`src/rtl/reloc_pkg.sv`:
```
package reloc_pkg;
   // Register select for the configuration write port
   typedef enum logic {
      CFG_BASE  = 1'b0,
      CFG_LIMIT = 1'b1
   } cfg_sel_e;

   // Outcome of one address check, at most one bit set
   typedef struct packed {
      logic pass;    // forward to memory
      logic prot;    // limit violation
      logic nxm;     // user access beyond fitted memory
      logic stall;   // monitor access beyond fitted memory
   } verdict_t;
endpackage

```
`src/rtl/reloc_regs.sv`:
```
module reloc_regs #(
   parameter int PADDR_W  = 17,
   parameter int LIM_W    = 10,
   parameter int CHUNK_LG = 8
) (
   input  logic               clk,
   input  logic               rst_n,
   input  logic               cfg_we,
   input  logic               cfg_sel,
   input  logic [PADDR_W-1:0] cfg_wdata,
   output logic [PADDR_W-1:0] base_q,
   output logic [LIM_W-1:0]   limit_q
);
   import reloc_pkg::*;

   localparam logic [PADDR_W-1:0] ALIGN_MASK = ~((PADDR_W)'((1 << CHUNK_LG) - 1));

   always_ff @(posedge clk) begin
      if (!rst_n) begin
         base_q  <= '0;
         limit_q <= '0;
      end else if (cfg_we) begin
         if (cfg_sel == CFG_BASE) base_q  <= cfg_wdata & ALIGN_MASK;
         else                     limit_q <= cfg_wdata[LIM_W-1:0];
      end
   end
endmodule

```
`src/rtl/reloc_check.sv`:
```
module reloc_check #(
   parameter int LADDR_W  = 17,
   parameter int PADDR_W  = 17,
   parameter int LIM_W    = 10,
   parameter int CHUNK_LG = 8
) (
   input  logic [LADDR_W-1:0] laddr,
   input  logic [PADDR_W-1:0] base,
   input  logic [LIM_W-1:0]   limit,
   output logic               over_limit,
   output logic [PADDR_W:0]   reloc_sum
);
   localparam int CH_W = LADDR_W - CHUNK_LG;

   logic [CH_W-1:0]  chunk;
   logic [LIM_W-1:0] chunk_ext;

   // Compare chunk index to the chunk count before the base is added
   assign chunk      = laddr[LADDR_W-1:CHUNK_LG];
   assign chunk_ext  = (LIM_W)'(chunk);
   assign over_limit = (chunk_ext >= limit);
   assign reloc_sum  = (PADDR_W+1)'(laddr) + (PADDR_W+1)'(base);
endmodule

```
`src/rtl/reloc_nxm.sv`:
```
module reloc_nxm #(
   parameter int PADDR_W   = 17,
   parameter int MEM_WORDS = 65536
) (
   input  logic [PADDR_W:0] addr,
   output logic             missing
);
   localparam longint FULL = longint'(1) << PADDR_W;
   localparam logic [PADDR_W:0] MEM_TOP = (PADDR_W+1)'(MEM_WORDS);

   generate
      if (longint'(MEM_WORDS) == FULL) begin : g_full_map
         // Every physical address exists; only carry-out is missing
         assign missing = addr[PADDR_W];
      end else begin : g_partial_map
         assign missing = (addr >= MEM_TOP);
      end
   endgenerate
endmodule

```
`src/rtl/addr_reloc_guard.sv`:
```
module addr_reloc_guard #(
   parameter int LADDR_W   = 17,
   parameter int PADDR_W   = 17,
   parameter int CHUNK_LG  = 8,
   parameter int MEM_WORDS = 65536
) (
   input  logic               clk,
   input  logic               rst_n,
   input  logic               cfg_we,
   input  logic               cfg_sel,
   input  logic [PADDR_W-1:0] cfg_wdata,
   input  logic               viol_clr,
   input  logic               req_valid,
   input  logic               user_mode,
   input  logic [LADDR_W-1:0] req_addr,
   output logic               mem_req,
   output logic [PADDR_W-1:0] mem_addr,
   output logic               trap_prot,
   output logic               trap_nxm,
   output logic               viol_flag,
   output logic               hang
);
   import reloc_pkg::*;

   localparam int LIM_W = LADDR_W - CHUNK_LG + 1;

   // Elaboration-time parameter checks
   if (CHUNK_LG < 1 || CHUNK_LG >= LADDR_W) begin : g_bad_chunk
      $error("CHUNK_LG must lie between 1 and LADDR_W-1");
   end
   if (PADDR_W < LADDR_W) begin : g_bad_paddr
      $error("PADDR_W must be at least LADDR_W");
   end
   if (LIM_W > PADDR_W) begin : g_bad_lim
      $error("limit field does not fit the write port");
   end
   if (MEM_WORDS < 1 || longint'(MEM_WORDS) > (longint'(1) << PADDR_W)) begin : g_bad_mem
      $error("MEM_WORDS out of range for PADDR_W");
   end

   logic [PADDR_W-1:0] base_q;
   logic [LIM_W-1:0]   limit_q;
   logic               over_limit;
   logic [PADDR_W:0]   reloc_sum;
   logic [PADDR_W:0]   phys_sel;
   logic               missing;
   verdict_t           vd;

   logic               mem_req_q, trap_prot_q, trap_nxm_q, viol_q, hang_q;
   logic [PADDR_W-1:0] mem_addr_q;

   reloc_regs #(.PADDR_W(PADDR_W), .LIM_W(LIM_W), .CHUNK_LG(CHUNK_LG)) i_regs (
      .clk      (clk),
      .rst_n    (rst_n),
      .cfg_we   (cfg_we),
      .cfg_sel  (cfg_sel),
      .cfg_wdata(cfg_wdata),
      .base_q   (base_q),
      .limit_q  (limit_q)
   );

   reloc_check #(.LADDR_W(LADDR_W), .PADDR_W(PADDR_W), .LIM_W(LIM_W), .CHUNK_LG(CHUNK_LG)) i_check (
      .laddr     (req_addr),
      .base      (base_q),
      .limit     (limit_q),
      .over_limit(over_limit),
      .reloc_sum (reloc_sum)
   );

   // Monitor mode bypasses relocation
   assign phys_sel = user_mode ? reloc_sum : (PADDR_W+1)'(req_addr);

   reloc_nxm #(.PADDR_W(PADDR_W), .MEM_WORDS(MEM_WORDS)) i_nxm (
      .addr   (phys_sel),
      .missing(missing)
   );

   always_comb begin
      vd = '0;
      if (req_valid && !hang_q) begin
         if (user_mode) begin
            if (over_limit)   vd.prot = 1'b1;
            else if (missing) vd.nxm  = 1'b1;
            else              vd.pass = 1'b1;
         end else begin
            if (missing)      vd.stall = 1'b1;
            else              vd.pass  = 1'b1;
         end
      end
   end

   always_ff @(posedge clk) begin
      if (!rst_n) begin
         mem_req_q   <= 1'b0;
         mem_addr_q  <= '0;
         trap_prot_q <= 1'b0;
         trap_nxm_q  <= 1'b0;
         viol_q      <= 1'b0;
         hang_q      <= 1'b0;
      end else begin
         mem_req_q   <= vd.pass;
         trap_prot_q <= vd.prot;
         trap_nxm_q  <= vd.nxm;
         if (vd.pass) mem_addr_q <= phys_sel[PADDR_W-1:0];
         if (vd.prot)      viol_q <= 1'b1;
         else if (viol_clr) viol_q <= 1'b0;
         if (vd.stall) hang_q <= 1'b1;
      end
   end

   assign mem_req   = mem_req_q;
   assign mem_addr  = mem_addr_q;
   assign trap_prot = trap_prot_q;
   assign trap_nxm  = trap_nxm_q;
   assign viol_flag = viol_q;
   assign hang      = hang_q;
endmodule

```
`config.mk`:
```
export PLATFORM = sky130hd
export DESIGN_NAME = addr_reloc_guard
export DESIGN_NICKNAME = d
export VERILOG_FILES = /design/src/rtl/reloc_pkg.sv /design/src/rtl/reloc_regs.sv /design/src/rtl/reloc_check.sv /design/src/rtl/reloc_nxm.sv /design/src/rtl/addr_reloc_guard.sv
export SDC_FILE = /design/constraint.sdc
export NUM_CORES = 1
export LEC_CHECK = 0
export CORE_MARGIN = 2
export CORE_UTILIZATION = 40
export DETAILED_ROUTE_END_ITERATION = 16
export GPL_TIMING_DRIVEN = 0
export PLACE_DENSITY = 0.8
export SLEW_MARGIN = 20
export SYNTH_ARGS = -nofsm -noshare
export SYNTH_HDL_FRONTEND = slang
export SYNTH_SLANG_ARGS = --single-unit
```
`constraint.sdc`:
```
create_clock -name clk -period 2.6 [get_ports clk]
set_input_delay 0.39 -clock clk [delete_from_list [all_inputs] [get_ports clk]]
set_output_delay 0.39 -clock clk [all_outputs]
set_load 0.05 [all_outputs]
```
==> impl_metrics.toml, run 1 <==
[status]
run_status = "finished, final reports clean"

[yosys]
yosysSeqAreaShare = 0.377
synth.avg_cell_area_um2 = 8.47
gate_count_of_the_mapped_netlist = 257
ys_ff_latch = 41
synth.top_cell.area_share = 0.377
synth-warning-count = 0
synth.largest_area_cell = "sky130_fd_sc_hd__dfxtp_1"
synth.distinct_cells = 43
synth.top_cells.by_area = "sky130_fd_sc_hd__dfxtp_1 38%, sky130_fd_sc_hd__nand2_1 11%, sky130_fd_sc_hd__ha_1 10%"
post_synth_instance_area_mm2 = 0.00218
ffs_w_async_s_r_synth = 0
synthFlopType = "sky130_fd_sc_hd__dfxtp_1"
syn-num-nets = 317
synth_edf_count = 0

[run]
cap_viol_max_count = 0

[floorplanning]
start_util = 0.421
floorplan.die_area_mm2 = 0.00605
die_w_um = 77.8
floorplan.rows = 26
io_pins = 63
core-area_mm2 = 0.00517
die_span_y_um = 77.8

[cts]
h_tree_levels = 2
ctsHoldBuffers = 0
cts_inserted_buffers = 5
cts-root-buf = "sky130_fd_sc_hd__clkbuf_8"
tritoncts = "done"
clock-sinks = 41
clk_latency_ns = 0.30
cts-root-to-sink-buffers = 2
worst_setup_hold_path_clk_slew_ns = 0.07

[detailed_routing]
antenna_left = 0
vias_per_cell = 5.06
detail_route.iter0.violations = 100
first_pass_iters = 5
route.detailed.drc = 0
totalWireLength_um = 5110
vias = 2007
mean_routed_wirelength_per_cell_um = 12.9

[final_layout]
finalNonFillerCells = 397
flow.area_growth_from_synthesis_pct = 39.4
antennaDiodeCount = 0
final_cell_area_mm2 = 0.00303
drive_above_1_share = 0.0612
finish.utilization = 0.587
nets = 387

[sta]
final_critical_path_setup_slack_ns = 0.139
max_slew_margin = 0.649
min_period_over_period = 0.947
final_critical_delay_including_setup_and_external_delays_ns = 2.46
fmax_ghz = 0.406
worst_pin_slew_ns = 0.525
hold_ws_ns = 0.458
setup_skew_ns = 0.00319
hold_viol = 0
setup_repair_after_global_routing_missed_its_margin = "no"
setup-tns-final_ns = 0
timing_max_transition_violations_final = 0
setup-violations-final = 0

[setup_path]
timing.critical_path.slowest_cell_delay_ns = 0.49
crit_buf_inv = 2
crit_type = "in -> reg"
timing.critical_path.arrival_ns = 2.69
crit_path_leading_delay_family = "compound AO/OA/AOI/OAI gates"
worst_setup_path_start_kind = "primary input"
worstPathRequired_ns = 2.83
worstSetupEndpointType = "flip-flop"
cp_max_fo = 5
r2r_slack_ns = 0.20
cpMaxStageDelayCell = "sky130_fd_sc_hd__clkdlybuf4s50_1"
timing.critical_path.cells = "clkdlybuf4s50_1 > ha_1 > a211oi_2 > o21bai_2 > a211o_1 > o211a_4 > nor2_4 > clkbuf_16 > mux2i_1"

[power_and_ir_drop]
totalPowerFinal_mw = 1.52
pwr_density_cell_mw_per_mm2 = 501
p_leak_nw = 1.23
maximum_vdd_ir_drop_v = 0.000267

[global_route]
first_global_vias = 1971
global_route_wire_length_before_repair_um = 8500
grt_use_total = 0.175
pin_count_of_the_biggest_net_entering_global_routing = 12
grt_overflow = 0
antenna_found_initial = 0

[place]
place.port_buffers = 61
detailed_place.area_mm2 = 0.00288
globalplace.congestion = 0.830
post-place-cells = 388
dp_worst_setup_slack_ns = -0.385
post-dp-hpwl_um = 3980

[worst_hold_path]
hold_class = "reg -> reg"
-- synthesized netlist by cell type, types with 2 or more instances --
| cell | count |
|---|---|
| sky130_fd_sc_hd__nand2b_1 | 2 |
| sky130_fd_sc_hd__o211ai_2 | 2 |
| sky130_fd_sc_hd__nor2_1 | 5 |
| sky130_fd_sc_hd__a21oi_1 | 28 |
| sky130_fd_sc_hd__a2111oi_0 | 2 |
| sky130_fd_sc_hd__nand3_1 | 4 |
| sky130_fd_sc_hd__clkbuf_1 | 6 |
| sky130_fd_sc_hd__ha_1 | 18 |
| sky130_fd_sc_hd__a211oi_1 | 4 |
| sky130_fd_sc_hd__o21ai_0 | 3 |
| sky130_fd_sc_hd__mux2i_1 | 11 |
| sky130_fd_sc_hd__inv_1 | 14 |
| sky130_fd_sc_hd__and2_1 | 2 |
| sky130_fd_sc_hd__o21bai_1 | 2 |
| sky130_fd_sc_hd__o211ai_1 | 4 |
| sky130_fd_sc_hd__o211a_1 | 4 |
| sky130_fd_sc_hd__nor2b_1 | 6 |
| sky130_fd_sc_hd__xnor2_1 | 4 |
| sky130_fd_sc_hd__a21o_1 | 4 |
| sky130_fd_sc_hd__buf_1 | 2 |
| sky130_fd_sc_hd__nand2_1 | 62 |
| sky130_fd_sc_hd__and3_1 | 2 |
| sky130_fd_sc_hd__o21ai_1 | 5 |
| sky130_fd_sc_hd__dfxtp_1 | 41 |
| sky130_fd_sc_hd__a211o_1 | 2 |
-- placed cells by master (no fill, tap or decap), types with 5 or more instances in the layout --
| cell type | netlist | layout |
|---|---|---|
| sky130_fd_sc_hd__nand2_1 | 62 | 62 |
| sky130_fd_sc_hd__a21oi_1 | 28 | 27 |
| sky130_fd_sc_hd__o21ai_1 | 5 | 5 |
| sky130_fd_sc_hd__clkbuf_1 | 6 | 7 |
| sky130_fd_sc_hd__inv_1 | 14 | 14 |
| sky130_fd_sc_hd__nor2b_1 | 6 | 6 |
| sky130_fd_sc_hd__clkdlybuf4s50_1 | 0 | 59 |
| sky130_fd_sc_hd__dfxtp_1 | 41 | 41 |
| sky130_fd_sc_hd__nor2_1 | 5 | 5 |
| sky130_fd_sc_hd__ha_1 | 18 | 17 |
| sky130_fd_sc_hd__clkbuf_8 | 0 | 6 |
| sky130_fd_sc_hd__mux2i_1 | 11 | 11 |
-- final timing paths --
kind / startpoint / end / depth (start not counted)
setup / recovery: req_addr[10] / mem_addr[4] / 9
hold / removal: i_regs.base_q[12] / i_regs.base_q[12] / 2
setup reg to reg: i_regs.base_q[8] / mem_addr[4] / 9
hold reg to reg: i_regs.base_q[12] / i_regs.base_q[12] / 2
-- where the power goes --
group / total (mW) / switching (mW) / internal, mW
clock: 0.420 / 0.209 / 0.211
sequential: 0.682 / 0.0186 / 0.663
combinational: 0.419 / 0.232 / 0.187
total: 1.52 / 0.460 / 1.06
-- per-layer routing --
layer	routed length [um]	track usage
met5	0	0
met4	85	0.0804
met3	304	0.0430
met2	2400	0.310
met1	2320	0.195
-- registers in the layout, indices dropped and copies added, names as in the netlist --
name and count:
mem_req 1, trap_prot 1, mem_addr 17, hang 1
viol_flag 1, i_regs.limit_q 10, trap_nxm 1, i_regs.base_q 9
-- worst min-delay path, cell delays in order (launching register included) --
cell and delay, ns:
sky130_fd_sc_hd__dfxtp_1 0.31, sky130_fd_sc_hd__nand2_1 0.05, sky130_fd_sc_hd__a21oi_1 0.05
-- cells by family (layout without fill, tap and decap cells) --
group / Yosys count / in the layout / share of synthesized area
muxes: 11 / 11 / 0.0506
buffers and inverters: 24 / 94 / 0.0454
adders and majority gates: 19 / 19 / 0.113
DFF: 41 / 41 / 0.377
and+or+nand+nor: 88 / 88 / 0.180
AOI/OAI and AO/OA: 69 / 69 / 0.214
xor gates and xnor gates: 5 / 5 / 0.0201
-- layout make-up --
class / instances / area, um^2
Clock buffer: 7 / 86.3
Buffer: 10 / 50.0
Inverter: 14 / 52.6
Fill cell: 489 / 2140
Multi-Input combinational cell: 192 / 1290
Tap cell: 70 / 87.6
Timing Repair Buffer: 63 / 648
Sequential cell: 41 / 821
-- timing repair --
action,in CTS,in global routing
endpoints found under the hold margin,0,0
resized for setup,2,8
endpoints found under the setup margin,13,13
cloned,0,1
pin swaps,1,6
setup buffers,0,1
(Power assumes the default switching activity.)
==> inputs of run 2 (changes only) <==
Settings changed: SLEW_MARGIN 20 to unset.
==> results of run 2 <==
Same layout as run 1: the final DEF is identical, and so are final timing and power.
==> inputs of run 3 (changes only) <==
==> constraint.sdc (replaced) <==
create_clock -name clk -period 2.6 [get_ports clk]
set_input_delay 0.78 -clock clk [delete_from_list [all_inputs] [get_ports clk]]
set_output_delay 0.78 -clock clk [all_outputs]
set_load 0.05 [all_outputs]
==> run 3 against run 2 <==
Compared with the run above: clock skew is 0.0025 ns higher; flip-flop and latch count unchanged; power rose by 2.7%; critical path type unchanged; critical endpoint is now mem_addr[14]; largest cell class unchanged.
==> impl_metrics.toml, run 3 (synthesized netlist as in run 1, its figures left out) <==
[place]
post-dp-hpwl_um = 4050
detailed_place.area_mm2 = 0.00290
dp_worst_setup_slack_ns = -0.758
place.port_buffers = 61
globalplace.congestion = 0.844

[global_route]
grt_overflow = 0
grtUsageMet3 = 0.0488
grt_use_total = 0.192
busiest_layer = "met2"
pin_count_of_the_biggest_net_entering_global_routing = 12
met2_usage_in_global_routing = 0.333
first_global_vias = 2108
use_met1 = 0.221
antenna_found_initial = 0
global_route_wire_length_before_repair_um = 9350

[run]
cap_viol_max_count = 0

[cts]
worst_setup_hold_path_clk_slew_ns = 0.07
clk_latency_ns = 0.30
h_tree_levels = 2
cts_inserted_buffers = 5
cts-root-buf = "sky130_fd_sc_hd__clkbuf_8"
ctsHoldBuffers = 0
clock-sinks = 41
tritoncts = "done"
cts-root-to-sink-buffers = 2

[power_and_ir_drop]
pwr_density_cell_mw_per_mm2 = 491
total_switching_power_uw = 478
maximum_vdd_ir_drop_v = 0.000229
internal_power_mw = 1.08
totalPowerFinal_mw = 1.56
clock_power_share = 0.268
pwr-share-seq = 0.438
power_switching_share = 0.306
p_leak_nw = 1.29
comb_power_share = 0.293

[final_layout]
mostFrequentLayoutCell = "sky130_fd_sc_hd__nand2_1"
finish.utilization = 0.615
flow.area_growth_from_synthesis_pct = 46.1
drive_above_1_share = 0.126
antennaDiodeCount = 0
largest_register_ffs = 17
final_cell_area_mm2 = 0.00318
nets = 394
final.fill_count = 453
layout.cells.most_common_list = "61 x sky130_fd_sc_hd__nand2_1, 51 x sky130_fd_sc_hd__clkdlybuf4s50_1, 41 x sky130_fd_sc_hd__dfxtp_1"

[sta]
fmax_ghz = 0.388
hold_viol = 0
setup_skew_ns = 0.00572
worst_pin_slew_ns = 0.521
final_critical_delay_including_setup_and_external_delays_ns = 2.58
max_slew_margin = 0.652
final_critical_path_setup_slack_ns = 0.0212
timing_max_transition_violations_final = 0
min_period_over_period = 0.992
setup-violations-final = 0
setup-tns-final_ns = 0

[floorplanning]
core-area_mm2 = 0.00517
die_w_um = 77.8
floorplan.die_area_mm2 = 0.00605
floorplan.rows = 26
start_util = 0.421
io_pins = 63
die_span_y_um = 77.8

[detailed_routing]
vias = 2061
mean_routed_wirelength_per_cell_um = 13.8
vias_per_cell = 5.10
antenna_left = 0
first_pass_iters = 4
route.detailed.drc = 0
totalWireLength_um = 5590
detail_route.iter0.violations = 84

[worst_hold_path]
hold_class = "reg -> reg"

[status]
run_status = "finished, final reports clean"

[setup_path]
cp_max_fo = 4
r2r_slack_ns = 0.23
worst_setup_path_start_kind = "primary input"
timing.critical_path.slowest_cell_delay_ns = 0.36
worstSetupEndpointType = "flip-flop"
cpMaxStageDelayCell = "sky130_fd_sc_hd__fa_2"
timing.critical_path.cells = "buf_6 > ha_4 > fa_2 > a211oi_2 > o21bai_2 > a211o_1 > o211a_4 > buf_4 > a2111oi_2 > a211oi_1"
crit_type = "in -> reg"
worstPathRequired_ns = 2.78
timing.critical_path.arrival_ns = 2.75
[run 3: path summary, 6_finish.rpt]
kind,endpoint,cells after the start,start
setup / recovery,mem_addr[14],10,req_addr[8]
hold / removal,mem_addr[15],2,mem_addr[15]
setup reg to reg,mem_addr[14],9,i_regs.base_q[8]
hold reg to reg,mem_addr[15],2,mem_addr[15]
[run 3: per-stage QoR]
step / hold slack (ns) / cells
CTS: 0.457 / 404
global placement: 0.442 / 388
floorplan: 0.436 / 257
global route: 0.476 / 404
finish: 0.459 / 404
detailed placement: 0.447 / 388
[run 3: cell type report]
type | instances | area [um^2] | area share
Inverter | 14 | 52.6 | 0.0165
Clock buffer | 7 | 86.3 | 0.0271
Buffer | 10 | 50.0 | 0.0157
Multi-Input combinational cell | 192 | 1400 | 0.439
Sequential cell | 41 | 821 | 0.258
Tap cell | 70 | 87.6 | 0.0275
Timing Repair Buffer | 70 | 687 | 0.216
[run 3: repair_timing]
| action | in CTS | in global routing |
|---|---|---|
| gates cloned | 1 | 0 |
| resized for setup | 28 | 12 |
| endpoints found under the setup margin | 19 | 17 |
| buffers inserted | 8 | 1 |
| pin swaps | 7 | 5 |
[run 3: worst max-delay path: cells and delay by family]
family	cells	cell delay [ns]
adder cells (fa/ha/maj)	2	0.51
AO/OA/AOI/OAI	6	1.22
buffers and inverters	2	0.24
[run 3: per-layer routing]
metal / vias up / part of all wire
met2: 74 / 0.48
met4: 0 / 0.021
met1: 927 / 0.43
li1: 1048 / -
met5: - / 0
met3: 12 / 0.068
[run 3: power groups by stage]
stage               clock network [mW]  logic, mW  registers, mW
CTS                              0.424      0.449          0.684
finish                           0.419      0.458          0.684
global route                     0.452      0.495          0.689
global placement                     0      0.400          0.695
detailed placement                   0      0.408          0.697
floorplan                            0      0.180          0.770
